## src/rtl/i2c_phase_master.sv

```systemverilog
module i2c_phase_master #(
  parameter bit FLAG_W1C = 1'b1
) (
  input  logic       clk,
  input  logic       rst_n,
  input  logic       reg_sel,
  input  logic       reg_wr,
  input  logic [2:0] reg_addr,
  input  logic [7:0] reg_wdata,
  output logic [7:0] reg_rdata,
  output logic       irq,
  output logic       scl_oe,
  output logic       sda_oe,
  input  logic       sda_in
);
  localparam logic [2:0] A_DATA = 3'd0, A_CTRL = 3'd1, A_STAT = 3'd2, A_BAUD = 3'd3, A_SRST = 3'd4;
  localparam int DIV_W = 11;

  typedef enum logic [2:0] {S_IDLE, S_START, S_BIT, S_WAIT, S_STOP} st_t;
  st_t st;

  logic ack_en, stop_rq, start_rq, en, ie, iflg;
  logic [7:0] code, shreg;
  logic [3:0] bm, slot, bitcnt;
  logic [2:0] bn;
  logic [DIV_W-1:0] divcnt;
  logic addr_ph, rd_mode, sda_drv, rep, ack_in;

  wire wr_any  = reg_sel && reg_wr;
  wire wr_ctrl = wr_any && reg_addr == A_CTRL;
  wire srst    = wr_any && reg_addr == A_SRST;
  wire clr_req = wr_ctrl && (FLAG_W1C ? reg_wdata[3] : !reg_wdata[3]);
  wire running = st == S_START || st == S_BIT || st == S_STOP;
  wire [DIV_W-1:0] div_lim = (({7'd0, bm} + 11'd1) << bn) - 11'd1;
  wire tick = running && divcnt == div_lim;
  wire last = tick && slot == 4'd9;
  wire tx   = addr_ph || !rd_mode;
  wire [7:0] status = iflg ? code : 8'hF8;

  always_ff @(posedge clk) begin
    if (!rst_n || srst) begin
      st <= S_IDLE; ack_en <= 0; stop_rq <= 0; start_rq <= 0; en <= 0; ie <= 0; iflg <= 0;
      code <= 8'hF8; shreg <= 0; bm <= 0; bn <= 0; slot <= 0; bitcnt <= 0; divcnt <= 0;
      addr_ph <= 0; rd_mode <= 0; sda_drv <= 0; rep <= 0; ack_in <= 0;
    end else begin
      if (!running) begin divcnt <= 0; slot <= 0; end
      else if (tick) begin divcnt <= 0; slot <= (slot == 4'd9) ? 4'd0 : slot + 4'd1; end
      else divcnt <= divcnt + 1'b1;

      if (wr_ctrl) begin
        ack_en <= reg_wdata[2]; stop_rq <= reg_wdata[4]; start_rq <= reg_wdata[5];
        en <= reg_wdata[6]; ie <= reg_wdata[7];
      end
      if (wr_any && reg_addr == A_BAUD) begin bm <= reg_wdata[6:3]; bn <= reg_wdata[2:0]; end
      if (wr_any && reg_addr == A_DATA && iflg) shreg <= reg_wdata;

      case (st)
        S_IDLE: if (en && start_rq) begin st <= S_START; rep <= 0; end
        S_START: if (last) begin
          st <= S_WAIT; iflg <= 1; code <= rep ? 8'h10 : 8'h08;
          start_rq <= 0; addr_ph <= 1; sda_drv <= 1;
        end
        S_BIT: begin
          if (tick && slot == 4'd1)
            sda_drv <= (bitcnt < 4'd8) ? (tx && !shreg[7]) : (!tx && ack_en);
          if (tick && slot == 4'd7) begin
            if (bitcnt < 4'd8) shreg <= {shreg[6:0], sda_in};
            else ack_in <= !sda_in;
          end
          if (last) begin
            if (bitcnt == 4'd8) begin
              st <= S_WAIT; iflg <= 1; addr_ph <= 0;
              if (addr_ph) rd_mode <= shreg[0];
              code <= addr_ph ? (shreg[0] ? (ack_in ? 8'h40 : 8'h48) : (ack_in ? 8'h18 : 8'h20))
                    : (rd_mode ? (ack_in ? 8'h50 : 8'h58) : (ack_in ? 8'h28 : 8'h30));
            end else bitcnt <= bitcnt + 4'd1;
          end
        end
        S_WAIT: if (clr_req) begin
          iflg <= 0;
          if (reg_wdata[5]) begin st <= S_START; rep <= 1; end
          else if (reg_wdata[4]) st <= S_STOP;
          else begin st <= S_BIT; bitcnt <= 0; end
        end
        S_STOP: if (last) begin st <= S_IDLE; stop_rq <= 0; sda_drv <= 0; end
        default: st <= S_IDLE;
      endcase

      if (wr_ctrl && !reg_wdata[6]) begin st <= S_IDLE; iflg <= 0; sda_drv <= 0; end
    end
  end

  assign scl_oe = st == S_WAIT || ((st == S_BIT || st == S_STOP || (st == S_START && rep)) && slot < 4'd5);
  assign sda_oe = (st == S_START) ? slot >= 4'd7 :
                  (st == S_STOP)  ? slot < 4'd7  :
                  (st == S_BIT || st == S_WAIT) ? sda_drv : 1'b0;
  assign irq = iflg && ie;

  always_comb begin
    case (reg_addr)
      A_DATA:  reg_rdata = shreg;
      A_CTRL:  reg_rdata = {ie, en, start_rq, stop_rq, iflg, ack_en, 2'b00};
      A_STAT:  reg_rdata = status;
      A_BAUD:  reg_rdata = {1'b0, bm, bn};
      default: reg_rdata = 8'h00;
    endcase
  end

  assert_hold_scl_R3: assert property (@(posedge clk) disable iff (!rst_n) iflg |-> scl_oe);
  assert_code_legal_R4: assert property (@(posedge clk) disable iff (!rst_n)
    $rose(iflg) |-> (code == 8'h08 || code == 8'h10 || code == 8'h18 || code == 8'h20 ||
                     code == 8'h28 || code == 8'h30 || code == 8'h40 || code == 8'h48 ||
                     code == 8'h50 || code == 8'h58));
  assert_stop_noflag_R8: assert property (@(posedge clk) disable iff (!rst_n) (st == S_STOP) |=> !iflg);
  assert_abort_R12: assert property (@(posedge clk) disable iff (!rst_n)
    (wr_ctrl && !reg_wdata[6]) |=> (!scl_oe && !sda_oe && !irq));
  assert_data_ignored_R10: assert property (@(posedge clk) disable iff (!rst_n)
    (wr_any && reg_addr == A_DATA && st == S_IDLE) |=> $stable(shreg));
endmodule

```

## config.mk

```make
export PLATFORM = sky130hd
export DESIGN_NAME = i2c_phase_master
export DESIGN_NICKNAME = d
export VERILOG_FILES = /design/src/rtl/i2c_phase_master.sv
export SDC_FILE = /design/constraint.sdc
export NUM_CORES = 1
export LEC_CHECK = 0
export BUFFER_PORTS_ARGS = -buffer_cell sky130_fd_sc_hd__buf_2
export CAP_MARGIN = 30
export CORE_ASPECT_RATIO = 1.75
export CORE_MARGIN = 1
export CORE_UTILIZATION = 45
export DETAILED_ROUTE_END_ITERATION = 10
export HOLD_SLACK_MARGIN = 0.08
export SYNTH_ARGS = -nofsm -noshare
export SYNTH_HDL_FRONTEND = slang
export SYNTH_SLANG_ARGS = --single-unit
export TNS_END_PERCENT = 30
```

## constraint.sdc

```tcl
create_clock -name clk -period 4.7 [get_ports clk]
set_input_delay 1.175 -clock clk [delete_from_list [all_inputs] [get_ports clk]]
set_output_delay 1.175 -clock clk [all_outputs]
set_load 0.01 [all_outputs]
```

**Word-level counts from Yosys, hierarchy flattened**

Index checks and enable logic that the tools add are counted.
W data, S select, Z words.

- Add/subtract/negate cells: 5
- $lt $le $gt $ge: 4
- Equality and inequality tests: 24
- Shift-type cells: 1
- Muxes and demuxes: 59
- Bitwise gates (word level): 2
- Reductions and logical operators: 50

Operators with widths:

| operator | number |
|---|---|
| $mux W8 | 8 |
| $mux W4 | 8 |
| $pmux W8 S4 | 1 |
| $mux W3 | 8 |
| $ne A2 B2 Y1 const B | 11 |
| $mux W1 | 21 |
| $mux W7 | 3 |
| $logic_and A1 B1 Y1 | 18 |
| $pmux W8 S2 | 1 |
| $reduce_and A4 Y1 | 4 |
| $pmux W3 S5 | 1 |
| $eq A3 B2 Y1 const B | 4 |
| $reduce_and A6 Y1 | 2 |
| $add A11 B1 Y11 const B | 1 |
| $eq A11 B11 Y1 | 1 |
| $shl A5 B3 Y11 | 1 |
| $sub A11 B1 Y11 const B | 1 |
| $mux W5 | 2 |
| $add A4 B1 Y4 const B | 2 |
| $eq A4 B4 Y1 const B | 2 |
| $logic_or A1 B1 Y1 | 8 |
| $lt A4 B3 Y1 const B | 2 |
| $pmux W4 S2 | 1 |
| $eq A3 B1 Y1 const B | 2 |
| other kinds (18) | 32 |

- Register bits after elaboration: 56
- Bits of input ports: 16
- Output and inout port bits: 11
- Logic and storage cells: 164

**Longest topological paths before layout**

- Depth after elaboration: 8
- Depth in mapped cells: 17
- Mapped depth without buffers: 14

**Worst setup path after synthesis**

OpenSTA, ideal clock, no wires.

- Kind: reg-to-reg
- From: register bm[0]
- To: register code[3]
- Setup time: 120 ps
- Data arrival time: 3,572 ps
- Data required time: 4,580 ps
- Setup slack: 1,008 ps
- Stages on the path, launching flop included: 13
- Path buffers: 2
- Clock period less this slack: 3,692 ps
- Cell sequence: dfxtp_1 > ha_1 > clkbuf_1 > nand2b_1 > o21ai_0 > a22o_1 > or4b_4 > or3_1 > o21a_1 > or3_4 > or4b_1 > buf_2 > a211o_1

- Word-level cells in the longest chain between the ends: 8
- Elaborated cells between the ends (all ways): 9
- Classes of those cells: add/sub (2); eq/ne (3); shift (1); reduce/logical (3)

Ends and longest elaborated chain:

| element | line | source |
|---|---|---|
| start: declaration | 24 | `logic [3:0] bm, slot, bitcnt;` |
| start signal: assignment | 54 | `if (wr_any && reg_addr == A_BAUD) begin bm <= reg_wdata[6:3]; bn <= reg_wdata[2:0]; end` |
| $add A4 B1 Y5 (*) | 34 | `wire [DIV_W-1:0] div_lim = (({7'd0, bm} + 11'd1) << bn) - 11'd1;` |
| $shl A5 B3 Y11 (*) | 34 |  |
| $sub A11 B1 Y11 (*) | 34 |  |
| $eq A11 B11 Y1 (*) | 35 | `wire tick = running && divcnt == div_lim;` |
| $logic_and A1 B1 Y1 (*) | 35 |  |
| $logic_and A1 B1 Y1 (*) | 36 | `wire last = tick && slot == 4'd9;` |
| $ne A2 B2 Y1 (no source line) | - |  |
| $reduce_and A4 Y1 (no source line) (*) | - |  |
| end signal: assignment | 74 | `code <= addr_ph ? (shreg[0] ? (ack_in ? 8'h40 : 8'h48) : (ack_in ? 8'h18 : 8'h20))` |
| end: declaration | 23 | `logic [7:0] code, shreg;` |

Every way passes the cells marked *; elsewhere a longest branch is shown, timed or not.
A chain may end at the register's enable or synchronous reset.

**Final worst setup path**

Same ends and word-level chain as after synthesis.

==> results_dict.tcl <==
set metrics [dict create \
    status "finished, final reports clean" \
    p_leak_nw 1.463 \
    clock_power_share 0.416 \
    hold_class "flop to flop" \
    via_per_inst 6.046 \
    fp-row-count 44 \
    postCtsSetupBuffers 0 \
    yosysMostFrequentCell "nor2_1" \
    critPathLaunchType "flop" \
    grt_use_total 0.2545 \
    grt_pass1_vias 3422 \
    clock_sinks 53 \
    antenna_cells 0 \
    syn_area_mm2 0.003810 \
    rsz0062_at_grt "false" \
    synth_ff_type "dfxtp_1" \
    syn-num-nets 525 \
    cts_max_level 2 \
    gp_congestion 0.9190 \
    synth_top_area_cell "dfxtp_1" \
    slew_headroom 0.5430 \
    ios 27 \
    synth_async_sr_flop_share 0 \
    clock_path_buffers 2 \
    multiInputGateArea_mm2 0.002557 \
    grt_max_degree 20 \
    yosys.cell_types.count 67 \
    p_seq_frac 0.450 \
    drt_iter0_drc 216 \
    fin_area_mm2 0.004151 \
    path_clk_slew_ps 70 \
    grt_remaining_overflow 0 \
    die_area_mm2 0.008853 \
    fillerInstances 832 \
    dp_hpwl_um 8253 \
    syn_avg_cell_area_um2 7.605 \
    fp.coreArea_mm2 0.008258 \
    initial_core_util 0.4614 \
    synth_cells 501 \
    final-hold-violation-count 0 \
    totalNegativeSetupSlack_ps 0 \
    antenna_found_initial 0 \
    ir_worst_vdd_mv 0.1585 \
    end_kind "flop" \
    drive_above_1_share 0.1213 \
    fmax_mhz 233.0 \
    clk_latency_ps 300 \
    fin_crit_sh 0.9133 \
    numCtsBuffers 5 \
    maxSlewViolCount 0 \
    clock_skew_ps 9.565 \
    port_buffers 26 \
    drv_cap 0 \
    cts_root_buffer "clkbuf_16" \
    synth_warnings 0 \
    tritoncts "built" \
    ys_seq_elements 53 \
    syn2layout_area_growth_pct 8.965 \
    powerDensity_mw_per_mm2 246.7 \
    synth_edf_count 0 \
    drtAntennaViolNets 0 \
    die_w_um 71.56 \
    min_path_cells 1 \
    p_switching_mw 0.2716 \
    cp_max_fo 15 \
    worstPathArrival_ps 4480 \
    p_sw_frac 0.2651 \
    routed-via-count 3646 \
    required_ps 4890 \
    r2r_cells 11 \
    wire_per_inst_um 17.93 \
    routed_wl_um 10810 \
    fin_crit_ps 4292 \
    yosysTopAreaCellShare 0.2785 \
    combPwrFrac 0.134 \
    die_h_um 123.7 \
    layout.nets 534 \
    p_int_mw 0.7527 \
    drc_errors 0 \
    seq_area_frac_synth 0.2785 \
    worst_slew_pin_slew_ps 684.6 \
    setup_viol 0 \
    placed_area_mm2 0.003976 \
    dr.pass1.iters 4 \
    synth_common_cells "nor2_1, dfxtp_1, nand2_1, o21ai_0, a21oi_1" \
    crit_type "flop to flop" \
    grt_first_pass_wirelength_um 17220 \
    synthTopCellsByArea "dfxtp_1, nor2_1, o21ai_0, mux2i_1, a21oi_1" \
    regArea_mm2 0.001061 \
]
## per-layer routing
| layer | share of wire | wire, um | track usage |
|---|---|---|---|
| met5 | 0 | 0 | 0 |
| met4 | 0.043 | 461 | 0.1605 |
| met3 | 0.025 | 268 | 0.02913 |
| met2 | 0.52 | 5667 | 0.4583 |
| met1 | 0.41 | 4416 | 0.2817 |
## power by group through the flow
stage	Clock [mW]	Combinational (mW)	Sequential, mW
after floorplan	0	0.0951	0.465
after global placement	0	0.136	0.471
after detailed placement	0	0.137	0.471
after CTS	0.434	0.137	0.460
after global routing	0.456	0.149	0.462
final	0.426	0.138	0.461
## worst max-delay path: stages (launching register included)
cell	delay, ps
dfxtp_1	580
ha_1	380
nor2b_1	440
o32a_1	220
nand2_1	50
a211oi_1	460
o2111ai_1	180
a31oi_1	220
nand4b_1	200
or3_4	510
or4b_1	620
a211o_1	330
## registers in the layout, indices dropped and copies added, names as in the netlist, 3 cells and up
register,count
divcnt,11
shreg,8
code,5
bitcnt,4
bm,4
slot,4
bn,3
st,3
## cells by family (layout without fill, tap and decap cells)
family	count (synthesis)	after routing	synth area share
compound gates	132	132	0.2227
xor+xnor	26	26	0.05977
simple gates	207	207	0.2821
fa+ha+maj	8	8	0.02627
mux	26	26	0.07718
buf+inv	49	59	0.05353
flops	53	53	0.2785
## worst paths after layout
check | start | endpoint | slack (ps)
max | bm[0] | code[3] | 410
min | code[6] | code[6] | 460
max reg2reg | bm[0] | code[3] | 410
min reg2reg | code[6] | code[6] | 460
## timing repair
| item | 4_1_cts | 5_1_grt |
|---|---|---|
| hold buffers | 0 | 0 |
| setup endpoints to repair | 0 | 1 |
| gates resized for setup | 0 | 1 |
## cell type report
type / instances / share of cell area
timing repair buffer: 33 / 0.04400
sequential: 53 / 0.2556
multi-input combinational: 399 / 0.6160
clock inverter: 2 / 0.009343
inverter: 18 / 0.01627
clock buffer: 6 / 0.03104
tap: 92 / 0.02773
## layout by cell type (no fill, tap or decap), drive strengths merged, types with 8 or more instances in the layout
master  instances
ha              8
xor2           11
a31oi           9
mux2i          17
nor3           12
nand2          39
a21oi          33
inv            18
dfxtp          53
nor2           56
xnor2          15
nand3          31
o21ai          40
buf            33
and3            9
nor2b          11
## through the flow
stage / total power [mW] / utilization / setup WS, ps / hold WS (ps) / std cells
2_1_floorplan: 0.5604 / - / 1008 / 417.1 / 501
3_3_place_gp: 0.6073 / 0.4815 / 542.7 / 444.4 / 595
3_5_place_dp: 0.6079 / 0.4815 / 412.4 / 439.8 / 595
4_1_cts: 1.032 / 0.5018 / 385.4 / 455.3 / 603
5_1_grt: 1.067 / 0.5027 / 98.25 / 469.8 / 603
6_report: 1.024 / 0.5027 / 407.6 / 458.9 / 603
No activity file was read; power rests on OpenSTA's default activity.
